$ cat src/rtl/resp_tx_pkg.sv
package resp_tx_pkg;

  typedef enum logic [1:0] {
    ST_IDLE  = 2'd0,
    ST_WAIT  = 2'd1,
    ST_SHIFT = 2'd2
  } tx_state_e;

  localparam int FRAME_BITS = 10;
  localparam int IDX_W      = 4;

  // start bit in position 0, stop bit in position 9, data in between
  function automatic logic [FRAME_BITS-1:0] frame_word(input logic [7:0] d);
    return {1'b1, d, 1'b0};
  endfunction

endpackage

$ cat src/rtl/tx_bit_timer.sv
module tx_bit_timer #(
  parameter int PERIOD_W = 16
) (
  input  logic                clk,
  input  logic                rst_n,
  input  logic                load,
  input  logic                run,
  input  logic [PERIOD_W-1:0] period,
  output logic                mid_tick,
  output logic                end_tick
);

  localparam logic [PERIOD_W-1:0] MIN_PERIOD = PERIOD_W'(2);

  function automatic logic [PERIOD_W-1:0] eff_period(input logic [PERIOD_W-1:0] p);
    return (p < MIN_PERIOD) ? MIN_PERIOD : p;
  endfunction

  function automatic logic [PERIOD_W-1:0] last_count(input logic [PERIOD_W-1:0] p);
    return eff_period(p) - PERIOD_W'(1);
  endfunction

  // counting down: elapsed cycles = last_count - cnt, midpoint at elapsed p/2
  function automatic logic [PERIOD_W-1:0] mid_count(input logic [PERIOD_W-1:0] p);
    return last_count(p) - (eff_period(p) >> 1);
  endfunction

  logic [PERIOD_W-1:0] cnt;

  always_ff @(posedge clk or negedge rst_n) begin
    if (!rst_n) begin
      cnt <= '0;
    end else if (load) begin
      cnt <= last_count(period);
    end else if (run) begin
      cnt <= (cnt == '0) ? last_count(period) : cnt - PERIOD_W'(1);
    end
  end

  assign end_tick = run && (cnt == '0);
  assign mid_tick = run && (cnt == mid_count(period));

endmodule

$ cat src/rtl/tx_abort_reg.sv
module tx_abort_reg (
  input  logic clk,
  input  logic rst_n,
  input  logic wr,
  input  logic wdata,
  input  logic busy,
  input  logic frame_over,
  output logic abort_q
);

  always_ff @(posedge clk or negedge rst_n) begin
    if (!rst_n) begin
      abort_q <= 1'b0;
    end else if (frame_over) begin
      abort_q <= 1'b0;
    end else if (wr && busy) begin
      abort_q <= wdata;
    end
  end

  AST_IDLE_WRITE_DROPPED: assert property (@(posedge clk) disable iff (!rst_n)
    (wr && !busy) |=> !abort_q);

  AST_CLEARS_AT_END: assert property (@(posedge clk) disable iff (!rst_n)
    frame_over |=> !abort_q);

endmodule

$ cat src/rtl/tx_err_flag.sv
module tx_err_flag (
  input  logic clk,
  input  logic rst_n,
  input  logic set,
  input  logic clr,
  output logic flag
);

  always_ff @(posedge clk or negedge rst_n) begin
    if (!rst_n)   flag <= 1'b0;
    else if (set) flag <= 1'b1;
    else if (clr) flag <= 1'b0;
  end

  AST_ERR_STICKY: assert property (@(posedge clk) disable iff (!rst_n)
    (flag && !clr) |=> flag);

endmodule

$ cat src/rtl/tx_frame_seq.sv
module tx_frame_seq
  import resp_tx_pkg::*;
#(
  parameter int CNT_W = 4
) (
  input  logic             clk,
  input  logic             rst_n,
  input  logic             start,
  input  logic [CNT_W-1:0] byte_count,
  input  logic             byte_load,
  input  logic [7:0]       byte_data,
  input  logic             abort_q,
  input  logic             mid_tick,
  input  logic             end_tick,
  input  logic             bus_in,
  output logic             tx_out,
  output logic             busy,
  output logic             byte_req,
  output logic             done,
  output logic             accept,
  output logic             shifting,
  output logic             err_set,
  output logic             frame_over
);

  localparam logic [IDX_W-1:0] LAST_BIT = IDX_W'(FRAME_BITS - 1);

  tx_state_e             state, nxt;
  logic [FRAME_BITS-1:0] shreg;
  logic [IDX_W-1:0]      bit_idx;
  logic [CNT_W-1:0]      remaining;
  logic                  err_pend;
  logic                  done_set, shift_en, cnt_dec, mismatch, err_now, begin_xfer;

  assign tx_out   = (state == ST_SHIFT) ? shreg[0] : 1'b1;
  assign busy     = (state != ST_IDLE);
  assign shifting = (state == ST_SHIFT);
  assign byte_req = (state == ST_WAIT) && !abort_q;

  assign mismatch = shifting && mid_tick && (bus_in != tx_out);
  assign err_now  = err_pend || mismatch;

  always_comb begin
    nxt        = state;
    accept     = 1'b0;
    done_set   = 1'b0;
    err_set    = 1'b0;
    shift_en   = 1'b0;
    cnt_dec    = 1'b0;
    begin_xfer = 1'b0;
    unique case (state)
      ST_IDLE: begin
        if (start && (byte_count != '0)) begin
          nxt        = ST_WAIT;
          begin_xfer = 1'b1;
        end
      end
      ST_WAIT: begin
        if (abort_q) begin
          nxt = ST_IDLE;
        end else if (byte_load) begin
          nxt    = ST_SHIFT;
          accept = 1'b1;
        end
      end
      ST_SHIFT: begin
        if (end_tick) begin
          if (err_now) begin
            nxt     = ST_IDLE;
            err_set = 1'b1;
          end else if (bit_idx == LAST_BIT) begin
            if (abort_q) begin
              nxt = ST_IDLE;
            end else if (remaining == CNT_W'(1)) begin
              nxt      = ST_IDLE;
              done_set = 1'b1;
            end else begin
              nxt     = ST_WAIT;
              cnt_dec = 1'b1;
            end
          end else begin
            shift_en = 1'b1;
          end
        end
      end
      default: nxt = ST_IDLE;
    endcase
  end

  assign frame_over = busy && (nxt == ST_IDLE);

  always_ff @(posedge clk or negedge rst_n) begin
    if (!rst_n) begin
      state     <= ST_IDLE;
      shreg     <= '1;
      bit_idx   <= '0;
      remaining <= '0;
      err_pend  <= 1'b0;
      done      <= 1'b0;
    end else begin
      state <= nxt;
      if (begin_xfer) begin
        remaining <= byte_count;
        done      <= 1'b0;
      end
      if (accept) begin
        shreg    <= frame_word(byte_data);
        bit_idx  <= '0;
        err_pend <= 1'b0;
      end else if (shift_en) begin
        shreg    <= {1'b1, shreg[FRAME_BITS-1:1]};
        bit_idx  <= bit_idx + IDX_W'(1);
        err_pend <= err_pend || mismatch;
      end else if (mismatch) begin
        err_pend <= 1'b1;
      end
      if (cnt_dec)  remaining <= remaining - CNT_W'(1);
      if (done_set) done      <= 1'b1;
    end
  end

  AST_BIT_INDEX_RANGE: assert property (@(posedge clk) disable iff (!rst_n)
    shifting |-> (bit_idx <= LAST_BIT));

  AST_NO_DONE_WITH_ERR: assert property (@(posedge clk) disable iff (!rst_n)
    err_set |=> !done);

endmodule

$ cat src/rtl/resp_byte_tx.sv
module resp_byte_tx #(
  parameter int PERIOD_W = 16,
  parameter int CNT_W    = 4
) (
  input  logic                clk,
  input  logic                rst_n,
  input  logic [PERIOD_W-1:0] bit_period,
  input  logic                start,
  input  logic [CNT_W-1:0]    byte_count,
  output logic                byte_req,
  input  logic                byte_load,
  input  logic [7:0]          byte_data,
  input  logic                abort_wr,
  input  logic                abort_wdata,
  output logic                abort_rd,
  input  logic                err_clr,
  output logic                bit_err,
  output logic                tx_done,
  output logic                tx_busy,
  output logic                tx_out,
  input  logic                bus_in
);

  // named internal events
  logic ev_accept, ev_shifting, ev_err_set, ev_frame_over;
  logic ev_mid_tick, ev_end_tick;

  tx_bit_timer #(.PERIOD_W(PERIOD_W)) u_timer (
    .clk      (clk),
    .rst_n    (rst_n),
    .load     (ev_accept),
    .run      (ev_shifting),
    .period   (bit_period),
    .mid_tick (ev_mid_tick),
    .end_tick (ev_end_tick)
  );

  tx_frame_seq #(.CNT_W(CNT_W)) u_seq (
    .clk        (clk),
    .rst_n      (rst_n),
    .start      (start),
    .byte_count (byte_count),
    .byte_load  (byte_load),
    .byte_data  (byte_data),
    .abort_q    (abort_rd),
    .mid_tick   (ev_mid_tick),
    .end_tick   (ev_end_tick),
    .bus_in     (bus_in),
    .tx_out     (tx_out),
    .busy       (tx_busy),
    .byte_req   (byte_req),
    .done       (tx_done),
    .accept     (ev_accept),
    .shifting   (ev_shifting),
    .err_set    (ev_err_set),
    .frame_over (ev_frame_over)
  );

  tx_abort_reg u_abort (
    .clk        (clk),
    .rst_n      (rst_n),
    .wr         (abort_wr),
    .wdata      (abort_wdata),
    .busy       (tx_busy),
    .frame_over (ev_frame_over),
    .abort_q    (abort_rd)
  );

  tx_err_flag u_err (
    .clk   (clk),
    .rst_n (rst_n),
    .set   (ev_err_set),
    .clr   (err_clr),
    .flag  (bit_err)
  );

  AST_IDLE_ABORT_ZERO: assert property (@(posedge clk) disable iff (!rst_n)
    !tx_busy |-> !abort_rd);

  AST_START_BIT_FOLLOWS: assert property (@(posedge clk) disable iff (!rst_n)
    (byte_load && byte_req) |=> !tx_out);

  AST_WAIT_RECESSIVE: assert property (@(posedge clk) disable iff (!rst_n)
    byte_req |-> tx_out);

  AST_DONE_NOT_ABORTED: assert property (@(posedge clk) disable iff (!rst_n)
    $rose(tx_done) |-> !$past(abort_rd));

  AST_ERR_ENDS_XFER: assert property (@(posedge clk) disable iff (!rst_n)
    $rose(bit_err) |-> (!tx_busy && $past(tx_busy)));

endmodule

$ cat config.mk
export PLATFORM = sky130hd
export DESIGN_NAME = resp_byte_tx
export DESIGN_NICKNAME = d
export VERILOG_FILES = /design/src/rtl/resp_tx_pkg.sv /design/src/rtl/tx_bit_timer.sv /design/src/rtl/tx_abort_reg.sv /design/src/rtl/tx_err_flag.sv /design/src/rtl/tx_frame_seq.sv /design/src/rtl/resp_byte_tx.sv
export SDC_FILE = /design/constraint.sdc
export NUM_CORES = 1
export LEC_CHECK = 0
export BUFFER_PORTS_ARGS = -buffer_cell sky130_fd_sc_hd__buf_2
export CAP_MARGIN = 20
export CORE_MARGIN = 1
export CORE_UTILIZATION = 34
export CTS_BUF_LIST = sky130_fd_sc_hd__clkbuf_8 sky130_fd_sc_hd__clkbuf_16
export CTS_CLUSTER_SIZE = 10
export DETAILED_ROUTE_END_ITERATION = 10
export MAX_ROUTING_LAYER = met4
export PLACE_DENSITY = 0.52
export SLEW_MARGIN = 0
export SYNTH_ARGS = -nofsm -noshare
export SYNTH_HDL_FRONTEND = slang
export SYNTH_SLANG_ARGS = --single-unit
$ cat constraint.sdc
create_clock -name clk -period 4.2 [get_ports clk]
set_clock_uncertainty 0.1 [all_clocks]
set_input_delay 0.42 -clock clk [delete_from_list [all_inputs] [get_ports clk]]
set_output_delay 0.42 -clock clk [all_outputs]
set_load 0.01 [all_outputs]
# Word-level counts from Yosys, hierarchy flattened

Cells that the tools add are included.

Output and inout bits: 6
ROM bits: 0
Word-level logic and storage cells: 96
Register bits after elaboration: 40
Memories: 0
Memory bits (writable): 0
Latch bits: 0
Input port bits: 36

$mul: 0
$lt $le $gt $ge: 1
Reduce and logical (&&, ||, !) cells: 22
Bitwise operators: 0
$add $sub $neg: 5
Equality and inequality tests: 6
Shifts and indexed selects: 0
Muxes and demuxes: 53
Div/mod/pow operators: 0

Operator list:

| cell                                                                          | count |
|---|---|
| 16-bit 2-to-1 mux                                                             | 4 |
| 1-bit 2-to-1 mux                                                              | 35 |
| 16-bit by 1-bit subtractor with 16-bit output, second input constant          | 2 |
| 10-bit 2-to-1 mux                                                             | 2 |
| 16-bit == test                                                                | 1 |
| 16-bit zero test                                                              | 1 |
| 16-bit by 2-bit less-than comparator with 1-bit output, second input constant | 1 |
| 4-bit 2-to-1 mux                                                              | 4 |
| 16-bit by 15-bit subtractor with 16-bit output                                | 1 |
| 2-bit 2-to-1 mux                                                              | 7 |
| 2-bit nonzero test                                                            | 7 |
| 1-bit logical AND                                                             | 8 |
| 2-bit case mux with 3 select lines                                            | 1 |
| 4-bit by 1-bit adder with 4-bit output, second input constant                 | 1 |
| 4-bit by 1-bit == test with 1-bit output, second input constant               | 1 |
| 4-bit == test, second input constant                                          | 1 |
| 2-bit zero test                                                               | 2 |
| 4-bit nonzero test                                                            | 1 |
| 4-bit by 1-bit subtractor with 4-bit output, second input constant            | 1 |
| 3-bit nonzero test                                                            | 1 |
| 2-bit by 1-bit == test with 1-bit output, second input constant               | 1 |
| 2-bit == test, second input constant                                          | 1 |
| 1-bit zero test                                                               | 1 |
| 1-bit logical OR                                                              | 1 |
| 1-bit inequality test                                                         | 1 |

# Depth between registers and ports, before layout

Word-level depth: 15
Depth in mapped cells: 20
Mapped depth without buffers: 18

# Hierarchy

From an unflattened synthesis, not the netlist that was laid out.

Cell total of the unflattened synthesis: 442
Area, all modules: 3,539.6 um^2

By module, submodules not included:

| module       | area an instance (um^2) | times used | cells an instance |
|---|---|---|---|
| tx_bit_timer | 2,255.9                 | 1          | 317 |
| tx_frame_seq | 1,198.6                 | 1          | 118 |
| tx_abort_reg | 48.8                    | 1          | 4 |
| tx_err_flag  | 36.3                    | 1          | 3 |

# Least setup slack after synthesis

No wires, ideal clock.

Path kind: input to register
Start: input bit_period[10]
End: register u_seq.shreg[3]
Data arrival time: 5,013 ps
Setup slack: -996 ps
Stages on the path: 20
Cells stage by stage: or4_1 > nand4b_1 > o31a_1 > inv_1 > ha_1 > nand3_1 > nor3_1 > xnor2_1 > ha_1 > buf_2 > xor2_1 > nand2_1 > o22ai_1 > or3_1 > or4_4 > nor4_4 > a211oi_2 > and2_4 > buf_6 > a221o_1

Word-level cells in the longest chain between the ends: 13

Ends and longest elaborated chain:

| item                                                   | RTL line            | source |
|---|---|---|
| start: declaration                                     | resp_byte_tx.sv:7   | `input logic [PERIOD_W-1:0] bit_period,` |
| 16-bit by 2-bit less-than comparator with 1-bit output | tx_bit_timer.sv:16  | `return (p < MIN_PERIOD) ? MIN_PERIOD : p;` |
| 16-bit 2-to-1 mux *                                    | tx_bit_timer.sv:16  |  |
| 16-bit by 1-bit subtractor with 16-bit output          | tx_bit_timer.sv:20  | `return eff_period(p) - PERIOD_W'(1);` |
| 16-bit by 15-bit subtractor with 16-bit output *       | tx_bit_timer.sv:25  | `return last_count(p) - (eff_period(p) >> 1);` |
| 16-bit == test *                                       | tx_bit_timer.sv:41  | `assign mid_tick = run && (cnt == mid_count(period));` |
| 1-bit logical AND *                                    | tx_bit_timer.sv:41  |  |
| 1-bit logical AND * (2 in series)                      | tx_frame_seq.sv:40  | `assign mismatch = shifting && mid_tick && (bus_in != tx_out);` |
| 1-bit logical OR *                                     | tx_frame_seq.sv:41  | `assign err_now = err_pend \|\| mismatch;` |
| 1-bit 2-to-1 mux *                                     | tx_frame_seq.sv:68  | `if (err_now) begin` |
| 1-bit 2-to-1 mux *                                     | tx_frame_seq.sv:67  | `if (end_tick) begin` |
| 1-bit 2-to-1 mux *                                     | tx_frame_seq.sv:51  | `unique case (state)` |
| 2-bit nonzero test (no line) *                         | --                  |  |
| end signal: assignment                                 | tx_frame_seq.sv:107 | `shreg <= frame_word(byte_data);` |
| end signal: assignment                                 | tx_frame_seq.sv:111 | `shreg <= {1'b1, shreg[FRAME_BITS-1:1]};` |
| end: declaration                                       | tx_frame_seq.sv:29  | `logic [FRAME_BITS-1:0] shreg;` |

Every way passes the cells marked *; elsewhere a longest branch is shown, timed or not.
A chain may end at the register's enable or synchronous reset.

# Final worst setup path

Start: input bit_period[7]
End: register u_seq.shreg[6]

Same word-level chain as after synthesis.

==> impl_summary.md <==
Timing
The headroom to the max-slew limit is 27.8%. For the pin with the worst max-slew slack, the measured transition is 1080 ps. The number of endpoints with negative hold slack in the final report is 0.

Setup repair after global routing could not meet its margin everywhere. The final worst-path cycle share is 112%. Static timing analysis puts the maximum clock frequency at 212 MHz. The number of setup violations in the final report is 23.

The number of pins exceeding their max-slew limit in the final report is 0. The final worst slack is -517 ps. Counting I/O delays and the setup requirement, the final critical path takes 4720 ps.

Route
After the first detailed-routing iteration, the DRC count stood at 225. Summed over all layers, the routed wires come to 10.6 mm. In the routed layout, each cell is associated on average with a via count of 5.24. The residual DRC count is 0. The post-detailed-route wirelength per cell is 15.1 um. The number of routed nets with antenna violations is 0.

The detailed router placed 3673 vias in this run. The first-pass iteration count of the detailed router is 4.

Die
Once the floorplan was initialized, standard cells occupied 34.9% of the core. The floorplan has 37 rows. In this run the count of I/O pins placed on the die edge is 42. The die is 105 um tall.

The die is 105 um wide. The core area is 10300 um^2. The total die area is 11000 um^2.

Clock tree
The total clock buffers created by CTS is 5. In this run the clock root is driven by a sky130_fd_sc_hd__clkbuf_8. The total number of H-tree levels is 2. TritonCTS built the clock tree.

The tree built by TritonCTS fans out to 39 sinks. The clock transition at the registers of the reported paths is 80 ps. The clock latency on the worst-skew pair is 300 ps. No sink is reached through more buffers than the 2 on the longest clock path.

Global routing
For this run, the total global-route usage over all layers was measured as 20.3%. The number of antenna violations at the first check in global routing is 0. After global routing the overflow that remains totals 0.

The first global-routing pass estimated 17.3 mm of wire. The via count of the first global-routing pass is 3587. Entering global routing, the biggest net connects 40 pins.

Yosys
Yosys printed 0 warnings. The share of the yosys chip area belonging to registers is 27.5%. The most common cell in the netlist is sky130_fd_sc_hd__nand2_1. For this run, asynchronously set or reset flops after synthesis account for 100%. The number of different library cells used by synthesis comes to 71. The net count after synthesis is 504. The biggest area consumer among synthesized cells is sky130_fd_sc_hd__dfrtp_1. Summing every instance area after synthesis gives 3590 um^2. After technology mapping, the gate count stands at 446. After synthesis, the cell types taking the most area are sky130_fd_sc_hd__dfrtp_1, sky130_fd_sc_hd__ha_1, sky130_fd_sc_hd__dfstp_2, sky130_fd_sc_hd__xnor2_1, sky130_fd_sc_hd__nand2_1.

The top cell type by area accounts for 20.9% of the synthesized area. The number of synthesized flops with an enable pin is 0. The average cell area after synthesis is 8.05 um^2. The most used flip-flop cell after synthesis is sky130_fd_sc_hd__dfrtp_1. After synthesis, the most frequently instantiated cells are sky130_fd_sc_hd__nand2_1, sky130_fd_sc_hd__nor2_1, sky130_fd_sc_hd__inv_1. The synthesized flop and latch total is 39.

Worst setup path
The critical path goes through buf_6, or4_4, nand4b_1, o31a_1, inv_2, ha_4, nand3_4, buf_6, nor3b_4, xnor2_2, ha_1, buf_6, xor2_2, nor2_2, mux2_4, or4_4, nor4_4, buf_4, a211oi_4, buf_12, nor2_4, a221o_1. The required time at the endpoint of the critical path is 4340 ps. For flop-to-flop paths, the worst setup slack is 370 ps. Counting stages on the worst path, the most repeated cell is sky130_fd_sc_hd__buf_6.

Of all nets on the critical path, the largest fanout is 5. The origin of the critical flop-to-flop path is u_timer.cnt[0]$_DFFE_PN0P_. The critical path class is input pin to flop. The worst register-to-register path ends at u_seq.shreg[2]$_DFFE_PN1P_. The largest stage delay on the critical path is 520 ps. The source of the critical timing path is bit_period[7]. The type of destination of the critical path is a flop.

STA classifies the critical path startpoint as an input pin. The slowest stage of the critical path belongs to the cell sky130_fd_sc_hd__or4_4. The critical path data arrival time is 4850 ps. The worst register-to-register path has a depth of 12. In this run the worst setup path terminates at u_seq.shreg[6]$_DFFE_PN1P_.

Placed design
The final weighted congestion in routability-driven placement is 0.882. The HPWL after detailed placement is 8.04 mm. Once placement finished, the instance area stood at 4520 um^2.

The count of port buffers added during placement is 41. Prior to clock tree synthesis, the placed netlist has a worst setup slack of -1040 ps.

Power and ir drop
The analysis attributes to cell leakage a power of 2.25 nW. The switching power is 0.000695 W. In this run, the clock network consumes 14.2% of the power. The relative contribution of combinational cells to total power is 49.0%. The power per cell area is 352 nW/um^2.

The net switching fraction of the power is 39.7%. Sequential cells burn 36.8% of the power. The peak supply drop is 0.000226 V. The internal power of the cells totals 0.00105 W.

Status
The flow ran to the end, but the final reports show violations. The checks that failed: negative setup slack.

Final layout
With fillers left out, the area of the finished cells amounts to 4970 um^2. The number of filler cells placed in the layout is 1045. The area growth from synthesis to layout is 38.4%.

Cells with a size suffix above 1 make up 37.9% of the layout. The antenna diode count is 0. The post-layout net count is 622.

Flow run
The tool flagged a number of max-cap violations equal to 0.

Min path
The min-delay analysis places its worst path in the category input pin to asynchronous set/reset pin.
-- per-layer routing --
| layer | vias to the layer above | share of wire, % | global-route usage [%] |
|---|---|---|---|
| met2 | 66 | 48 | 32.8 |
| met4 | 0 | 1.3 | 4.33 |
| met3 | 12 | 3.5 | 2.81 |
| li1 | 1832 | - | - |
| met1 | 1763 | 47 | 27.2 |
| met5 | - | 0 | - |
-- registers in the layout (all words and copies together), names as in the netlist --
signal and count:
u_timer.cnt 16, u_seq.done 1, u_err.flag 1, u_abort.abort_q 1, u_seq.remaining 4, u_seq.err_pend 1, u_seq.shreg 9, u_seq.state 2
u_seq.bit_idx 4
-- through the flow --
step / setup TNS [ps] / total power, W / hold slack [ps] / util, % / instances
finish: -10790 / 0.00175 / 149 / 48.4 / 701
global route: -14240 / 0.00189 / 212 / 48.4 / 701
CTS: -8590 / 0.00169 / 191 / 46.0 / 694
detailed placement: -20690 / 0.00141 / 361 / 44.0 / 683
global placement: -20060 / 0.00139 / 364 / 44.0 / 683
floorplan: -15160 / 0.00114 / 24.4 / - / 446
-- worst min-delay path by stage --
stage                               startpoint                             end  slack (ps)  cells after the start
floorplan                                rst_n     u_abort.abort_q$_DFFE_PN0P_          20                      0
global route                           err_clr          u_err.flag$_DFFE_PN0P_         210                      2
detailed placement  u_seq.shreg[1]$_DFFE_PN1P_      u_seq.shreg[0]$_DFFE_PN1P_         360                      2
CTS                                      rst_n  u_seq.remaining[3]$_DFFE_PN0P_         190                      1
global placement    u_seq.shreg[1]$_DFFE_PN1P_      u_seq.shreg[0]$_DFFE_PN1P_         360                      2
finish                                   rst_n  u_seq.remaining[3]$_DFFE_PN0P_         150                      1
-- layout by cell type, fill, tap and decap left out, drive strengths merged, types with 8 or more instances in the layout --
cell      n
inv      37
o21ai    31
ha       21
xnor2    25
nand3    11
buf     127
nor2     42
dfstp     9
nand2    46
a21oi    34
nor3     13
dfrtp    30
nand2b    8
xor2     12
-- cell type report --
cell class	count	area [um^2]	area share, %
multi-input cells	356	2690	54.2
well taps	136	170	3.42
flip-flops and latches	39	987	19.9
inverters	34	130	2.62
clock buffers	5	68.8	1.38
repair buffers	128	910	18.3
clock inverters	3	11.3	0.227
-- timing repair --
item	CTS	global route
endpoints found under the setup margin	23	23
pin swaps	21	28
buffers inserted	3	7
resized for setup	23	39
hold buffers	0	0
hold endpoints to repair	0	0
cloned	0	1
-- power groups by stage --
stage / Clock (W) / Sequential [W] / Combinational (W)
3_5_place_dp: 0 / 0.000648 / 0.000758
4_1_cts: 0.000256 / 0.000641 / 0.000795
2_1_floorplan: 0 / 0.000592 / 0.000546
6_report: 0.000249 / 0.000643 / 0.000858
5_1_grt: 0.000273 / 0.000662 / 0.000951
3_3_place_gp: 0 / 0.000645 / 0.000746
-- logic make-up after synthesis --
| logic type | count (synthesis) | synth area share, % |
|---|---|---|
| adders and majority gates | 22 | 7.87 |
| DFF | 39 | 27.5 |
| buffers and inverters | 51 | 5.96 |
| AOI/OAI and AO/OA | 122 | 22.7 |
| xor gates and xnor gates | 37 | 9.23 |
| muxes | 8 | 2.33 |
| and+or+nand+nor | 167 | 24.4 |
-- critical path: cells and delay by family --
kind | cells | cell delay (ps)
AOI/OAI and AO/OA | 3 | 580
muxes | 1 | 260
adders and majority gates | 2 | 520
buffers and inverters | 6 | 830
xor gates and xnor gates | 2 | 260
and+or+nand+nor | 8 | 1960
(Power assumes the default switching activity.)
